==> src/rtl/adc_host_pkg.sv <==
package adc_host_pkg;
  localparam int CMD_BITS   = 8;
  localparam int RES_BITS   = 10;
  localparam int FRAME_CLKS = 16;
  localparam int POS_W      = 5;
  localparam int RES_FIRST  = CMD_BITS + 2;
  localparam int RES_LAST   = RES_FIRST + RES_BITS - 1;
  localparam int TAIL_LAST  = FRAME_CLKS + CMD_BITS;
  localparam int WRAP_LAST  = RES_LAST - FRAME_CLKS;

  typedef enum logic [1:0] {ST_IDLE, ST_RUN, ST_TAIL} seqState_t;

  typedef struct packed {
    logic loadCmd;
    logic shiftCmd;
    logic sampleBit;
    logic pushResult;
  } dpCtl_t;
endpackage

==> src/rtl/adc_host_ctrl.sv <==
module adc_host_ctrl
  import adc_host_pkg::*;
#(
  parameter int unsigned SYS_CLK_HZ   = 125_000_000,
  parameter bit          SCLK_CAP_LOW = 1'b0,
  parameter int unsigned POWERUP_US   = 100
) (
  input  logic             clk,
  input  logic             rst,
  input  logic             startReq,
  output logic             sclk,
  output logic             csN,
  output logic [POS_W-1:0] framePos,
  output dpCtl_t           dpCtl
);
  localparam int unsigned CAP_HZ   = SCLK_CAP_LOW ? 400_000 : 2_000_000;
  localparam int unsigned HALF_DIV = (SYS_CLK_HZ + 2 * CAP_HZ - 1) / (2 * CAP_HZ);
  localparam int unsigned WAIT_CYC = (SYS_CLK_HZ / 1_000_000) * POWERUP_US;
  localparam int DIV_W  = $clog2(HALF_DIV + 1);
  localparam int WAIT_W = $clog2(WAIT_CYC + 1);
  localparam logic [DIV_W-1:0]  DIV_LAST  = DIV_W'(HALF_DIV - 1);
  localparam logic [WAIT_W-1:0] WAIT_LAST = WAIT_W'(WAIT_CYC - 1);
  localparam logic [POS_W-1:0]  P_ONE   = POS_W'(1);
  localparam logic [POS_W-1:0]  P_FRAME = POS_W'(FRAME_CLKS);
  localparam logic [POS_W-1:0]  P_TAIL  = POS_W'(TAIL_LAST);
  localparam logic [POS_W-1:0]  P_RFST  = POS_W'(RES_FIRST);
  localparam logic [POS_W-1:0]  P_RLST  = POS_W'(RES_LAST);
  localparam logic [POS_W-1:0]  P_WRAP  = POS_W'(WRAP_LAST);

  logic [DIV_W-1:0]  divCnt;
  logic [WAIT_W-1:0] waitCnt;
  logic              ready;
  logic              tick;
  seqState_t         state;
  logic [POS_W-1:0]  pos;
  logic              pending;
  logic              startNow, atRise, atFall, chain, inWin;

  assign tick     = (divCnt == DIV_LAST);
  assign framePos = pos;

  always_ff @(posedge clk) begin
    if (rst || tick) divCnt <= '0;
    else             divCnt <= divCnt + 1'b1;
  end

  always_ff @(posedge clk) begin
    if (rst) begin
      waitCnt <= '0;
      ready   <= 1'b0;
    end else if (!ready) begin
      if (waitCnt == WAIT_LAST) ready <= 1'b1;
      else                      waitCnt <= waitCnt + 1'b1;
    end
  end

  always_comb begin
    startNow = tick && (state == ST_IDLE) && ready && startReq;
    atRise   = tick && (state != ST_IDLE) && !sclk;
    atFall   = tick && (state != ST_IDLE) && sclk;
    chain    = atFall && (state == ST_RUN) && (pos == P_FRAME) && startReq;
    inWin    = ((pos >= P_RFST) && (pos <= P_RLST)) || (pending && (pos <= P_WRAP));
    dpCtl.loadCmd    = startNow || chain;
    dpCtl.shiftCmd   = atFall && !chain;
    dpCtl.sampleBit  = atRise && inWin;
    dpCtl.pushResult = atRise && ((pos == P_RLST) || (pending && (pos == P_WRAP)));
  end

  always_ff @(posedge clk) begin
    if (rst) begin
      state   <= ST_IDLE;
      sclk    <= 1'b0;
      csN     <= 1'b1;
      pos     <= '0;
      pending <= 1'b0;
    end else begin
      if (dpCtl.pushResult) pending <= 1'b0;
      if (startNow) begin
        csN   <= 1'b0;
        pos   <= P_ONE;
        state <= ST_RUN;
      end else if (atRise) begin
        sclk <= 1'b1;
      end else if (atFall) begin
        sclk <= 1'b0;
        if (state == ST_RUN && pos == P_FRAME) begin
          if (startReq) begin
            pos     <= P_ONE;
            pending <= 1'b1;
          end else begin
            pos   <= pos + 1'b1;
            state <= ST_TAIL;
          end
        end else if (state == ST_TAIL && pos == P_TAIL) begin
          csN   <= 1'b1;
          state <= ST_IDLE;
          pos   <= '0;
        end else begin
          pos <= pos + 1'b1;
        end
      end
    end
  end

  AST_HOLD_BEFORE_READY: assert property (@(posedge clk) disable iff (rst) !ready |-> csN);
  AST_IDLE_CLOCK_LOW: assert property (@(posedge clk) disable iff (rst) csN |-> !sclk);
  AST_FRAME_BOUNDS: assert property (@(posedge clk) disable iff (rst) !csN |-> (pos >= P_ONE && pos <= P_TAIL));
endmodule

==> src/rtl/adc_host_dp.sv <==
module adc_host_dp
  import adc_host_pkg::*;
(
  input  logic                clk,
  input  logic                rst,
  input  dpCtl_t              dpCtl,
  input  logic [2:0]          chanSel,
  input  logic                uniPolar,
  input  logic                singleEnded,
  input  logic [1:0]          pwrDown,
  input  logic                dout,
  output logic                din,
  output logic [RES_BITS-1:0] result,
  output logic                resultValid
);
  logic [CMD_BITS-1:0] cmdShift;
  logic [RES_BITS-1:0] capShift;

  assign din = cmdShift[CMD_BITS-1];

  always_ff @(posedge clk) begin
    if (rst)                 cmdShift <= '0;
    else if (dpCtl.loadCmd)  cmdShift <= {1'b1, chanSel, uniPolar, singleEnded, pwrDown};
    else if (dpCtl.shiftCmd) cmdShift <= {cmdShift[CMD_BITS-2:0], 1'b0};
  end

  always_ff @(posedge clk) begin
    if (rst) begin
      capShift    <= '0;
      result      <= '0;
      resultValid <= 1'b0;
    end else begin
      resultValid <= dpCtl.pushResult;
      if (dpCtl.sampleBit) capShift <= {capShift[RES_BITS-2:0], dout};
      if (dpCtl.pushResult) result <= {capShift[RES_BITS-2:0], dout};
    end
  end

  AST_VALID_ONE_CYCLE: assert property (@(posedge clk) disable iff (rst) resultValid |=> !resultValid);
  AST_RESULT_HOLD: assert property (@(posedge clk) disable iff (rst) !resultValid |-> $stable(result));
endmodule

==> src/rtl/adc_host.sv <==
module adc_host
  import adc_host_pkg::*;
#(
  parameter int unsigned SYS_CLK_HZ   = 125_000_000,
  parameter bit          SCLK_CAP_LOW = 1'b0,
  parameter int unsigned POWERUP_US   = 100
) (
  input  logic                clk,
  input  logic                rst,
  input  logic                startReq,
  input  logic [2:0]          chanSel,
  input  logic                uniPolar,
  input  logic                singleEnded,
  input  logic [1:0]          pwrDown,
  input  logic                dout,
  output logic                sclk,
  output logic                csN,
  output logic                din,
  output logic [RES_BITS-1:0] result,
  output logic                resultValid
);
  localparam logic [POS_W-1:0] P_CMD = POS_W'(CMD_BITS);

  dpCtl_t           dpCtl;
  logic [POS_W-1:0] framePos;

  adc_host_ctrl #(
    .SYS_CLK_HZ  (SYS_CLK_HZ),
    .SCLK_CAP_LOW(SCLK_CAP_LOW),
    .POWERUP_US  (POWERUP_US)
  ) ctrl (
    .clk     (clk),
    .rst     (rst),
    .startReq(startReq),
    .sclk    (sclk),
    .csN     (csN),
    .framePos(framePos),
    .dpCtl   (dpCtl)
  );

  adc_host_dp dp (
    .clk        (clk),
    .rst        (rst),
    .dpCtl      (dpCtl),
    .chanSel    (chanSel),
    .uniPolar   (uniPolar),
    .singleEnded(singleEnded),
    .pwrDown    (pwrDown),
    .dout       (dout),
    .din        (din),
    .result     (result),
    .resultValid(resultValid)
  );

  AST_DIN_STEADY_HIGH: assert property (@(posedge clk) disable iff (rst) (sclk && $past(sclk)) |-> $stable(din));
  AST_DIN_QUIET_LATE: assert property (@(posedge clk) disable iff (rst) (!csN && framePos > P_CMD) |-> !din);
endmodule

==> config.mk <==
export PLATFORM = sky130hd
export DESIGN_NAME = adc_host
export DESIGN_NICKNAME = d
export VERILOG_FILES = /design/src/rtl/adc_host_pkg.sv /design/src/rtl/adc_host_ctrl.sv /design/src/rtl/adc_host_dp.sv /design/src/rtl/adc_host.sv
export SDC_FILE = /design/constraint.sdc
export NUM_CORES = 1
export LEC_CHECK = 0
export ABC_CLOCK_PERIOD_IN_PS = 3000
export BUFFER_PORTS_ARGS = -buffer_cell sky130_fd_sc_hd__buf_2
export CAP_MARGIN = 10
export CORE_MARGIN = 1.5
export CORE_UTILIZATION = 63
export DETAILED_ROUTE_END_ITERATION = 6
export GPL_ROUTABILITY_DRIVEN = 1
export PLACE_DENSITY_LB_ADDON = 0.05
export SYNTH_ARGS = -nofsm -noshare
export SYNTH_HDL_FRONTEND = slang
export SYNTH_SLANG_ARGS = --single-unit
export TNS_END_PERCENT = 10
==> constraint.sdc <==
create_clock -name clk -period 3 [get_ports clk]
set_input_delay 0.45 -clock clk [delete_from_list [all_inputs] [get_ports clk]]
set_output_delay 0.45 -clock clk [all_outputs]
set_load 0.02 [all_outputs]
# After elaboration in Yosys (flattened, before gate mapping)
# Index checks and enable logic that the tools add are counted.
[totals] memories=0 reg_bits=59 wordCells=104 input_bits=11 latch_bits=0 romBits=0 output_inout_bits=14 ramBits=0
[classes] muxes=29 shift=0 n_mul=0 order_cmp=3 div_mod_pow=0 add_sub_neg=3 n_eq_ne=12 bitwise=4 n_reduce_logical=39
[ops] cell="1-bit 2-to-1 mux" count=21
[ops] cell="1-bit logical AND" count=17
[ops] cell="8-bit 2-to-1 mux" count=2
[ops] cell="5-bit == test (second input constant)" count=3
[ops] cell="5-bit 2-to-1 mux" count=3
[ops] cell="14-bit by 1-bit adder with 14-bit output (second input constant)" count=1
[ops] cell="14-bit == test (second input constant)" count=1
[ops] cell="4-bit AND reduction" count=3
[ops] cell="2-bit nonzero test" count=6
[ops] cell="2-bit AND reduction" count=4
[ops] cell="6-bit by 1-bit adder with 6-bit output (second input constant)" count=1
[ops] cell="6-bit by 5-bit == test with 1-bit output (second input constant)" count=1
[ops] cell="2-bit 2-to-1 mux" count=3
[ops] cell="5-bit by 1-bit adder with 5-bit output (second input constant)" count=1
[ops] cell="5-bit by 2-bit == test with 1-bit output (second input constant)" count=1
[ops] cell="5-bit by 4-bit greater-or-equal comparator with 1-bit output (second input constant)" count=1
[ops] cell="5-bit by 2-bit <= comparator with 1-bit output (second input constant)" count=1
[ops] cell="5-bit <= comparator (second input constant)" count=1
[ops] cell="1-bit logical OR" count=4
[ops] cell="2-bit by 1-bit inequality test with 1-bit output (second input constant)" count=2
[ops] cell="1-bit NOT" count=4
[ops] cell="3-bit by 2-bit inequality test with 1-bit output (second input constant)" count=1
[ops] cell="3-bit nonzero test" count=1
[ops] cell="2-bit by 1-bit == test with 1-bit output (second input constant)" count=1
[ops] cell="other kinds (5)" count=6

# Depth between registers and ports, before layout
# Gate-level depths: netlist of run 1.
[depth] depth_word=10 depth_mapped=6 ltp_nobuf=6

# Hierarchy
# A second synthesis of run 1 with hierarchy kept.
[unflattened] hier_cells=275 area_unflattened_um2=2610.0
[by_module_without_submodules] mod="adc_host_ctrl" n_inst=1 seq_area_each_um2=620.6 cells_per_inst=178 area_each_um2=1549.0
[by_module_without_submodules] mod="adc_host_dp" n_inst=1 seq_area_each_um2=560.5 cells_per_inst=97 area_each_um2=1061.0

# Least setup slack after synthesis of run 1
# OpenSTA, ideal clock, no wires.
[synth_timing] path_type="reg2reg" startpoint="register ctrl.divCnt[0]" endpoint="register dp.capShift[1]" required_ns=2.928 arrival_ns=1.718 setup_time_ns=0.072 period_less_slack_ns=1.790 stages_incl_launch_ff=7 path_slack_ns=1.210 path_buffers=1 path_cell_list="dfxtp_1 > ha_1 > nand3_4 > or4_4 > a21oi_2 > buf_6 > mux2i_1"
[synth_via] elab_chain_cells=4
[synth_rtl] item="from (decl)" line_no="adc_host_ctrl.sv:30" rtl="logic [DIV_W-1:0] divCnt;"
[synth_rtl] item="from (signal assigned)" line_no="adc_host_ctrl.sv:44" rtl="else divCnt <= divCnt + 1'b1;"
[synth_rtl] item="6-bit by 5-bit == test with 1-bit output" line_no="adc_host_ctrl.sv:39" rtl="assign tick = (divCnt == DIV_LAST);"
[synth_rtl] item="1-bit logical AND (2 in a row)" line_no="adc_host_ctrl.sv:59" rtl="atRise = tick && (state != ST_IDLE) && !sclk;"
[synth_rtl] item="1-bit logical AND" line_no="adc_host_ctrl.sv:65" rtl="dpCtl.sampleBit = atRise && inWin;"
[synth_rtl] item="to (signal assigned)" line_no="adc_host_dp.sv:34" rtl="if (dpCtl.sampleBit) capShift <= {capShift[RES_BITS-2:0], dout};"
[synth_rtl] item="to (decl)" line_no="adc_host_dp.sv:17" rtl="logic [RES_BITS-1:0] capShift;"
# Every way passes these cells.
# A chain may end at the register's enable or synchronous reset.

# Final worst setup path of run 1
# Same ends and word-level chain as after synthesis.

==> flow_summary.json, run 1 <==
{
  "min-delay-path-class": "in -> reg",
  "via_per_inst": 5.819,
  "cts_max_level": 3,
  "slew_viol_final": 0,
  "crit_fanout": 10,
  "cp-start-kind": "register",
  "synth.distinct_cells": 55,
  "cts.path.max_buffers": 2,
  "fmax_mhz": 452.8,
  "die_w_um": 68.19,
  "ios": 25,
  "clock_skew_ns": 0.008732,
  "diodes": 0,
  "grt_usage_pct": 24.93,
  "period_needed_ns": 2.208,
  "die_area_mm2": 0.004650,
  "synth-edff-count": 0,
  "status": "complete, no violations",
  "post-route-period-util_pct": 73.61,
  "globalplace.congestion": 0.9474,
  "grt_max_degree": 33,
  "async_flop_share_pct": 0,
  "end_kind": "register",
  "start_util_pct": 66.46,
  "grt_pass1_vias": 1820,
  "fin_tns_setup_ns": 0,
  "stdcell_count": 359,
  "hold_buffers": 0,
  "fp.dieH_um": 68.19,
  "synth-warning-count": 0,
  "clkSinkCount": 59,
  "rows": 23,
  "ant_nets": 0,
  "core_area_mm2": 0.004029,
  "netlist_area_mm2": 0.002678,
  "synthCells": 278,
  "hpwl_um": 3546,
  "drive_gt1_share_pct": 18.45,
  "port_buffers": 24,
  "path_clk_slew_ns": 0.07,
  "cellPowerDensity_mw_per_mm2": 538.9,
  "cts-root-buf": "clkbuf_8",
  "cts_tree": "done",
  "cp_data_required_time_ns": 3.26,
  "slew_headroom_pct": 46.67,
  "detail_route.iter0.violations": 134,
  "wl_per_cell_um": 14.78,
  "area_growth_pct": 13.78,
  "ctsResizeCount": 0,
  "grt_pass1_wl_um": 8342,
  "drc": 0,
  "worstSetupPathType": "reg -> reg",
  "final_util_pct": 75.62,
  "cap_violations": 0,
  "power.leakage_uw": 0.001135,
  "ys.flop_type": "dfxtp_1",
  "rsz0062_at_grt": "no",
  "arrival_ns": 2.47,
  "first_pass_iters": 4,
  "clk_latency_ns": 0.34,
  "syn_nets": 294,
  "vias": 2089,
  "tightest_slew_ns": 0.7990,
  "seq_area_frac_synth_pct": 44.11,
  "ys_ff_latch": 59,
  "wl_um": 5306,
  "cts_buffers": 9,
  "peakVddDrop_v": 0.0003451,
  "dp_cells": 343,
  "final_nets": 320,
  "setup_violations": 0,
  "post-cts-setup-buffers": 0,
  "grt_overflow": 0,
  "whs_ns": 0.3694,
  "syn_area_per_cell_um2": 9.632,
  "antenna_found_initial": 0,
  "final_hold_viol_count": 0
}
[routing by layer]
layer  track usage [%]  share of wire [%]
met1             31.82                 47
met2             37.14                 47
met3             9.046                4.1
met4             12.25                1.6
met5                 0                  0
[power breakdown]
part / internal [uW] / switching, uW / total [uW]
Clock: 489 / 317 / 806
Combinational: 15.6 / 23.2 / 38.8
Sequential: 790 / 6.93 / 797
Total: 1300 / 347 / 1640
[worst max-delay path: stages (launching register included)]
cell and delay (ns):
dfxtp_1 0.34, ha_1 0.28, nand3_4 0.16, or4_4 0.59, a21oi_2 0.51, mux2i_1 0.26
[cells by family after synthesis]
family,after synthesis,synth area share [%]
xor gates and xnor gates,13,4.252
muxes,20,7.663
adders and majority gates,5,2.336
AOI/OAI and AO/OA,49,13.41
and+or+nand+nor,116,25.61
DFF,59,44.11
buffers and inverters,16,2.617
[registers in the layout (all words and copies together), names as in the netlist]
signal,cells
ctrl.divCnt,6
ctrl.framePos,5
dp.result,10
ctrl.ready,1
dp.cmdShift,8
ctrl.waitCnt,14
ctrl.sclk,1
dp.capShift,9
ctrl.csN,1
dp.resultValid,1
ctrl.pending,1
ctrl.state,2
[cell usage in the layout (no fill, tap or decap), types with 3 or more instances in the layout]
cell type	instances
nor3_1	7
o221a_1	6
and3_1	4
buf_2	24
nand2b_1	3
nand4_1	5
ha_1	5
nand3b_1	6
nor2_1	19
o21ai_1	4
o21ai_0	6
xor2_1	6
dfxtp_1	59
a21oi_1	12
mux2i_1	19
nand3_1	9
and2_1	3
xnor2_1	7
nand2_1	27
inv_1	6
nor2b_1	3
o21a_1	8
or3_1	6
clkbuf_8	10
[stage by stage]
stage                     worst slack, ns  power (uW)  instance area (um2)
after floorplan                     1.210       837.8                 2678
after global placement             0.8709       851.9                 2820
after detailed placement           0.8267       852.3                 2820
after CTS                          0.8061        1653                 3047
after global routing               0.6170        1700                 3047
final                              0.7917        1642                 3047
[cell type report]
class | instances | area, um2
multi-input combinational | 203 | 1426
inverter | 6 | 22.52
clock buffer | 10 | 137.6
timing repair buffer | 25 | 127.6
sequential | 59 | 1181
fill | 296 | 982.2
clock inverter | 6 | 88.84
tap | 50 | 62.56
[synth_stat cells, types with 6 or more instances]
cell type | n | area (um2)
mux2i_1 | 19 | 190.2
inv_1 | 6 | 22.52
clkbuf_1 | 6 | 22.52
xnor2_1 | 7 | 61.31
nor2_1 | 19 | 71.32
nand3b_1 | 6 | 45.04
or3_1 | 6 | 37.54
o21ai_0 | 6 | 30.03
nand3_1 | 9 | 45.04
o21a_1 | 8 | 60.06
xor2_1 | 6 | 52.55
o221a_1 | 6 | 67.56
nor3_1 | 7 | 35.03
nand2_1 | 27 | 101.4
dfxtp_1 | 59 | 1181
a21oi_1 | 12 | 60.06
[path summary, 6_finish.rpt]
path              cells after the start  slack, ns        endpoint            from
hold reg to reg                       1       0.45  ctrl.divCnt[0]  ctrl.divCnt[0]
setup reg to reg                      5       0.79  dp.capShift[1]  ctrl.divCnt[0]
setup / recovery                      5       0.79  dp.capShift[1]  ctrl.divCnt[0]
hold / removal                        2       0.37  dp.cmdShift[4]      chanSel[0]
(Power assumes the default switching activity.)
==> run 2, diff against run 1 <==
--- a/config.mk
+++ b/config.mk
@@ -5,11 +5,12 @@
 export SDC_FILE = /design/constraint.sdc
 export NUM_CORES = 1
 export LEC_CHECK = 0
-export ABC_CLOCK_PERIOD_IN_PS = 3000
+export ABC_AREA = 1
+export ABC_CLOCK_PERIOD_IN_PS = 1840
 export BUFFER_PORTS_ARGS = -buffer_cell sky130_fd_sc_hd__buf_2
 export CAP_MARGIN = 10
 export CORE_MARGIN = 1.5
-export CORE_UTILIZATION = 63
+export CORE_UTILIZATION = 53
 export DETAILED_ROUTE_END_ITERATION = 6
 export GPL_ROUTABILITY_DRIVEN = 1
 export PLACE_DENSITY_LB_ADDON = 0.05
==> constraint.sdc (replaced) <==
create_clock -name clk -period 1.84 [get_ports clk]
set_input_delay 0.276 -clock clk [delete_from_list [all_inputs] [get_ports clk]]
set_output_delay 0.276 -clock clk [all_outputs]
set_load 0.02 [all_outputs]
==> run 2 against run 1 <==
  * First-iteration DRC count fell by 19%
  * Clock-buffer cell count up 1
  * Cell count grew 39%
  * Setup slack worse by 0.59 ns
  * Global-route usage is 3.8 points lower
  * Critical path type unchanged
  * Critical endpoint is now dp.cmdShift[4]
  * Largest cell class unchanged
  * Largest power group is now registers
  * Highest routed layer unchanged
==> flow_summary.json, run 2 <==
{
  "crit_family": "simple AND/OR/NAND/NOR gates",
  "core_area_mm2": 0.005107,
  "cts_buffers": 9,
  "stdcell_count": 498,
  "rows": 26,
  "cp_data_required_time_ns": 2.11,
  "cp_slowest_cell": "dfxtp_1",
  "p_sw_share_pct": 21.77,
  "period_needed_ns": 1.639,
  "p_sw_uw": 549.0,
  "fp.dieH_um": 75.77,
  "fin_tns_setup_ns": 0,
  "synth_compound_area_share_pct": 11.37,
  "cp_common_cell": "nor2_1",
  "min-delay-path-class": "in -> reg",
  "yosysTopAreaCellShare_pct": 42.09,
  "ant_nets": 0,
  "synth-warning-count": 0,
  "final_util_pct": 62.64,
  "drc": 0,
  "status": "complete, no violations",
  "post-route-period-util_pct": 89.09,
  "cellPowerDensity_mw_per_mm2": 788.3,
  "seq_area_frac_synth_pct": 42.09,
  "syn_nets": 408,
  "dp_cells": 482,
  "peakVddDrop_v": 0.0006402,
  "grt_usage_pct": 21.11,
  "start_util_pct": 54.95,
  "hold_buffers": 0,
  "post-cts-setup-buffers": 0,
  "async_flop_share_pct": 0,
  "p_int_uw": 1973,
  "ys.flop_type": "dfxtp_1",
  "clock_skew_ns": 0.009136,
  "synth.most_common_cell": "nor2_1",
  "path_cells": "ha_1 > nand2_2 > nor2_8 > nand4_4 > nor2_1 > nor2_1 > buf_4 > nor2_1 > nor2_1 > nor2_1",
  "clkPwrFrac_pct": 45.5,
  "drive_gt1_share_pct": 15.19,
  "final_nets": 439,
  "cp-start-kind": "register",
  "die_area_mm2": 0.005740,
  "cts_max_level": 3,
  "synth.distinct_cells": 34,
  "netlist.top_cell.by_area": "dfxtp_1",
  "max_stage_delay_ns": 0.35,
  "largest_reg_flops": 14,
  "detail_route.iter0.violations": 108,
  "critPathBufInv": 1,
  "comb_power_share_pct": 3.0,
  "path_clk_slew_ns": 0.06,
  "dp_slack_ns": 0.1365,
  "synth_top_family_by_area": "simple AND/OR/NAND/NOR gates",
  "cts.path.max_buffers": 2,
  "grt_use_met1_pct": 27.38,
  "wl_per_cell_um": 11.05,
  "top_register": "ctrl.waitCnt",
  "use_met3_pct": 4.894,
  "cap_violations": 0,
  "grt_overflow": 0,
  "diodes": 0,
  "grt_pass1_wl_um": 9232,
  "antenna_found_initial": 0,
  "synth.area.mux_share_pct": 0,
  "synthCells": 392,
  "die_w_um": 75.77,
  "setup_violations": 0,
  "syn_area_per_cell_um2": 7.159,
  "largestRegisters": "ctrl.waitCnt: 14 flops, dp.result: 10 flops, dp.capShift: 9 flops",
  "power.leakage_uw": 0.001351,
  "ctsResizeCount": 0,
  "via_per_inst": 4.988,
  "hpwl_um": 3978,
  "globalplace.congestion": 0.8726,
  "synth_simple_gate_area_share_pct": 34.06,
  "synth-edff-count": 0,
  "synthAdderAreaFrac_pct": 2.229,
  "seqPwrFrac_pct": 51.4,
  "arrival_ns": 1.91,
  "slew_headroom_pct": 72.45,
  "stdcell_area_mm2": 0.003199,
  "place_area_mm2": 0.002997,
  "rsz0062_at_grt": "no",
  "clk_latency_ns": 0.33,
  "end_kind": "register",
  "fmax_mhz": 610.0,
  "grt_max_degree": 27,
  "grt.busiest_layer": "met2",
  "cts-root-buf": "clkbuf_8",
  "synth_area_leaders": "dfxtp_1 (42%), nor2_1 (13%), nand2_1 (8.6%), o21ai_0 (4.8%), inv_1 (4.7%)",
  "vias": 2484,
  "clkSinkCount": 59,
  "netlist_area_mm2": 0.002806,
  "mostFrequentLayoutCell": "nor2_1",
  "ios": 25,
  "slew_viol_final": 0,
  "worstSetupPathType": "reg -> reg",
  "area_growth_pct": 14.00,
  "grt_util_met2_pct": 33.24,
  "tightest_slew_ns": 0.4122,
  "grt_pass1_vias": 2112,
  "port_buffers": 24,
  "cts_tree": "done",
  "ys_ff_latch": 59,
  "final_hold_viol_count": 0,
  "ys_top_cells_by_count": "nor2_1 (96), nand2_1 (64), dfxtp_1 (59)",
  "worst_slack_ns": 0.2007,
  "crit_fanout": 8,
  "layout_common_cells": "nor2_1 (96), nand2_1 (64), dfxtp_1 (59), inv_1 (35), o21ai_0 (27)",
  "wl_um": 5505,
  "first_pass_iters": 4,
  "yosys.area_share.xor_xnor_pct": 2.809
}
-- run 2: cell count changes in the layout (fill, tap and decap cells not counted), moves of 8 or more --
cell     change
inv_1       +29
nand3_1      +8
o21ai_1      +8
nand2_1     +37
o21a_1       -8
mux2i_1     -19
nor2_1      +77
o21ai_0     +21
a21oi_1      +8
-- run 2: area by class of cell --
cell class              instances  area, um2
flip-flops and latches         59       1181
inverters                      39      146.4
fillers                       498       1908
clock buffers                  11      141.4
clock inverters                 5      52.55
well taps                      70      87.58
repair buffers                 30      165.2
multi-input cells             284       1425
-- run 2: stage by stage --
stage | hold WS [ns] | total power [uW]
global placement | 0.4314 | 1402
CTS | 0.2117 | 2559
global route | 0.2394 | 2620
detailed placement | 0.4414 | 1404
floorplan | 0.4179 | 1374
finish | 0.2205 | 2522
-- run 2: cells by family (layout without fill, tap and decap cells) --
group                      Yosys count  count (layout)
and+or+nand+nor                    208             208
xor gates and xnor gates             9               9
DFF                                 59              59
adders and majority gates            5               5
buffers and inverters               49              85
AOI/OAI and AO/OA                   62              62
-- run 2: worst min-delay path, cell delays in order --
cell     delay (ns)
buf_2          0.09
o21ai_1        0.07
nor2_1         0.08
-- run 2: power by group through the flow --
stage,Combinational [uW],Clock (uW),Sequential (uW)
after floorplan,50.1,0,1320
after global routing,90.3,1230,1300
after CTS,78.5,1180,1300
after global placement,76.4,0,1330
final,76.7,1150,1300
after detailed placement,77.6,0,1330
-- run 2: path summary, 6_finish.rpt --
path	from	end	slack, ns	cells after the start
worst max-delay path	ctrl.divCnt[0]	dp.cmdShift[4]	0.20	10
worst min register to register	ctrl.divCnt[0]	ctrl.divCnt[0]	0.44	1
worst min-delay path	dout	dp.result[0]	0.22	3
worst max register to register	ctrl.divCnt[0]	dp.cmdShift[4]	0.20	10
-- run 2: metal layers --
layer | up-vias | part of all wire (%)
met5 | - | 0
met4 | 0 | 2.0
met3 | 11 | 3.7
met2 | 39 | 45
met1 | 1111 | 49
li1 | 1323 | -
==> run 3, diff against run 2 <==
--- a/config.mk
+++ b/config.mk
@@ -13,6 +13,7 @@
 export CORE_UTILIZATION = 53
 export DETAILED_ROUTE_END_ITERATION = 6
 export GPL_ROUTABILITY_DRIVEN = 1
+export MAX_ROUTING_LAYER = met4
 export PLACE_DENSITY_LB_ADDON = 0.05
 export SYNTH_ARGS = -nofsm -noshare
 export SYNTH_HDL_FRONTEND = slang
==> run 3 against run 2 <==
  * Combinational power about the same
  * Register-to-register slack barely moved
  * Flip-flop and latch count unchanged
  * Highest routed layer unchanged
  * Global-route usage increased by 0.56 points
  * First-iteration DRC count rose by 13%
  * Critical path depth did not move
  * Utilization unchanged
  * Critical path type unchanged
  * Via count rose by 0.16%
  * Die area stayed put
  * Fmax about the same
  * Wire length about the same
  * Clock power about the same
==> flow_summary.json, run 3 (synthesis gave the netlist of run 2 again) <==
{
  "antenna_found_initial": 0,
  "start_util_pct": 54.95,
  "cp_common_cell": "nor2_1",
  "min-delay-path-class": "in -> reg",
  "post-route-period-util_pct": 89.07,
  "max_stage_delay_ns": 0.35,
  "cellPowerDensity_mw_per_mm2": 788.2,
  "end_kind": "register",
  "ios": 25,
  "top_register": "ctrl.waitCnt",
  "cp-startpoint": "ctrl.divCnt[0]",
  "slew_headroom_pct": 72.72,
  "cp-start-kind": "register",
  "layout_common_cells": "nor2_1 (96), nand2_1 (64), dfxtp_1 (59), inv_1 (35), o21ai_0 (27)",
  "status": "complete, no violations",
  "rsz0062_at_grt": "no",
  "peakVddDrop_v": 0.0006396,
  "grt_pass1_vias": 2115,
  "r2r_end": "dp.cmdShift[4]",
  "place_area_mm2": 0.002997,
  "wl_per_cell_um": 11.04,
  "power.total_uw": 2522,
  "vias": 2488,
  "cts_tree": "done",
  "fill_cells": 498,
  "multi_input_area_mm2": 0.001425,
  "globalplace.congestion": 0.8869,
  "clkSinkCount": 59,
  "final_nets": 439,
  "setup_violations": 0,
  "largestRegisters": "ctrl.waitCnt: 14 flops, dp.result: 10 flops, dp.capShift: 9 flops",
  "cts_buffers": 9,
  "regArea_mm2": 0.001181,
  "cts_max_level": 3,
  "diodes": 0,
  "clk_latency_ns": 0.33,
  "drive_gt1_share_pct": 15.19,
  "stdcell_area_mm2": 0.003199,
  "port_buffers": 24,
  "regToRegSetupSlack_ns": 0.20,
  "area_growth_pct": 14.00,
  "arrival_ns": 1.91,
  "slew_viol_final": 0,
  "ant_nets": 0,
  "cp_slowest_cell": "dfxtp_1",
  "final_hold_viol_count": 0,
  "crit_fanout": 8,
  "path_cells": "ha_1 > nand2_2 > nor2_8 > nand4_4 > nor2_1 > nor2_1 > buf_4 > nor2_1 > nor2_1 > nor2_1",
  "ctsResizeCount": 0,
  "cp_data_required_time_ns": 2.11,
  "grt_max_degree": 27,
  "whs_ns": 0.2210,
  "post-cts-setup-buffers": 0,
  "mostFrequentLayoutCell": "nor2_1",
  "die_area_mm2": 0.005740,
  "grt_overflow": 0,
  "fin_tns_setup_ns": 0,
  "tightest_slew_ns": 0.4083,
  "worstSetupPathType": "reg -> reg",
  "rows": 26,
  "fmax_mhz": 610.2,
  "hpwl_um": 3978,
  "via_per_inst": 4.996,
  "cp-endpoint": "dp.cmdShift[4]",
  "grt_usage_pct": 21.67,
  "path_clk_slew_ns": 0.06,
  "largest_reg_flops": 14,
  "clock_skew_ns": 0.009203,
  "drc": 0,
  "die_w_um": 75.77,
  "power.leakage_uw": 0.001351,
  "cts.path.max_buffers": 2,
  "wl_um": 5500,
  "hold_buffers": 0,
  "r2r-start": "ctrl.divCnt[0]",
  "first_pass_iters": 5,
  "reg2reg_depth": 10,
  "grt_pass1_wl_um": 9211,
  "detail_route.iter0.violations": 122,
  "cts-root-buf": "clkbuf_8",
  "core_area_mm2": 0.005107,
  "cap_violations": 0,
  "period_needed_ns": 1.639,
  "fp.dieH_um": 75.77
}
## run 3: cell counts in the layout (fill, tap and decap cells not counted)
No cell type changed its count.
## run 3: metrics by stage
stage / util [%] / cells / setup WS (ns)
after global routing: 62.64 / 498 / 0.009161
after CTS: 62.47 / 498 / 0.1189
after floorplan: - / 392 / 0.3339
after detailed placement: 58.67 / 482 / 0.1365
after global placement: 58.67 / 482 / 0.2194
final: 62.64 / 498 / 0.2012
## run 3: report_power, final
group | internal (uW) | switching (uW) | total (uW)
combinational | 29.4 | 47.3 | 76.7
sequential | 1290 | 8.87 | 1300
clock | 655 | 493 | 1150
total | 1970 | 549 | 2520
## run 3: area by class of cell
type | instances | share of cell area, %
Sequential cell | 59 | 36.92
Clock buffer | 11 | 4.419
Multi-Input combinational cell | 284 | 44.54
Inverter | 39 | 4.576
Clock inverter | 5 | 1.643
Tap cell | 70 | 2.738
Timing Repair Buffer | 30 | 5.162
## run 3: layer usage
metal,vias up,wire (um),global-route usage [%]
met1,1114,2688,27.46
li1,1321,-,-
met5,-,0,-
met3,11,208,4.365
met4,0,106,9.722
met2,42,2497,33.24
## run 3: critical path: cells and delay by family (launching register included)
| kind | cells | cell delay (ns) |
|---|---|---|
| DFF | 1 | 0.35 |
| buffers and inverters | 1 | 0.15 |
| and+or+nand+nor | 8 | 0.89 |
| adders and majority gates | 1 | 0.18 |
## run 3: worst min path at each step
| stage | slack [ns] | endpoint | from | cells past startpoint |
|---|---|---|---|---|
| final | 0.22 | dp.result[0] | dout | 3 |
| after detailed placement | 0.44 | ctrl.divCnt[0] | ctrl.divCnt[0] | 1 |
| after global routing | 0.24 | dp.cmdShift[0] | pwrDown[0] | 3 |
| after global placement | 0.43 | ctrl.divCnt[0] | ctrl.divCnt[0] | 1 |
| after CTS | 0.21 | dp.result[0] | dout | 3 |
| after floorplan | 0.42 | ctrl.divCnt[0] | ctrl.divCnt[0] | 1 |
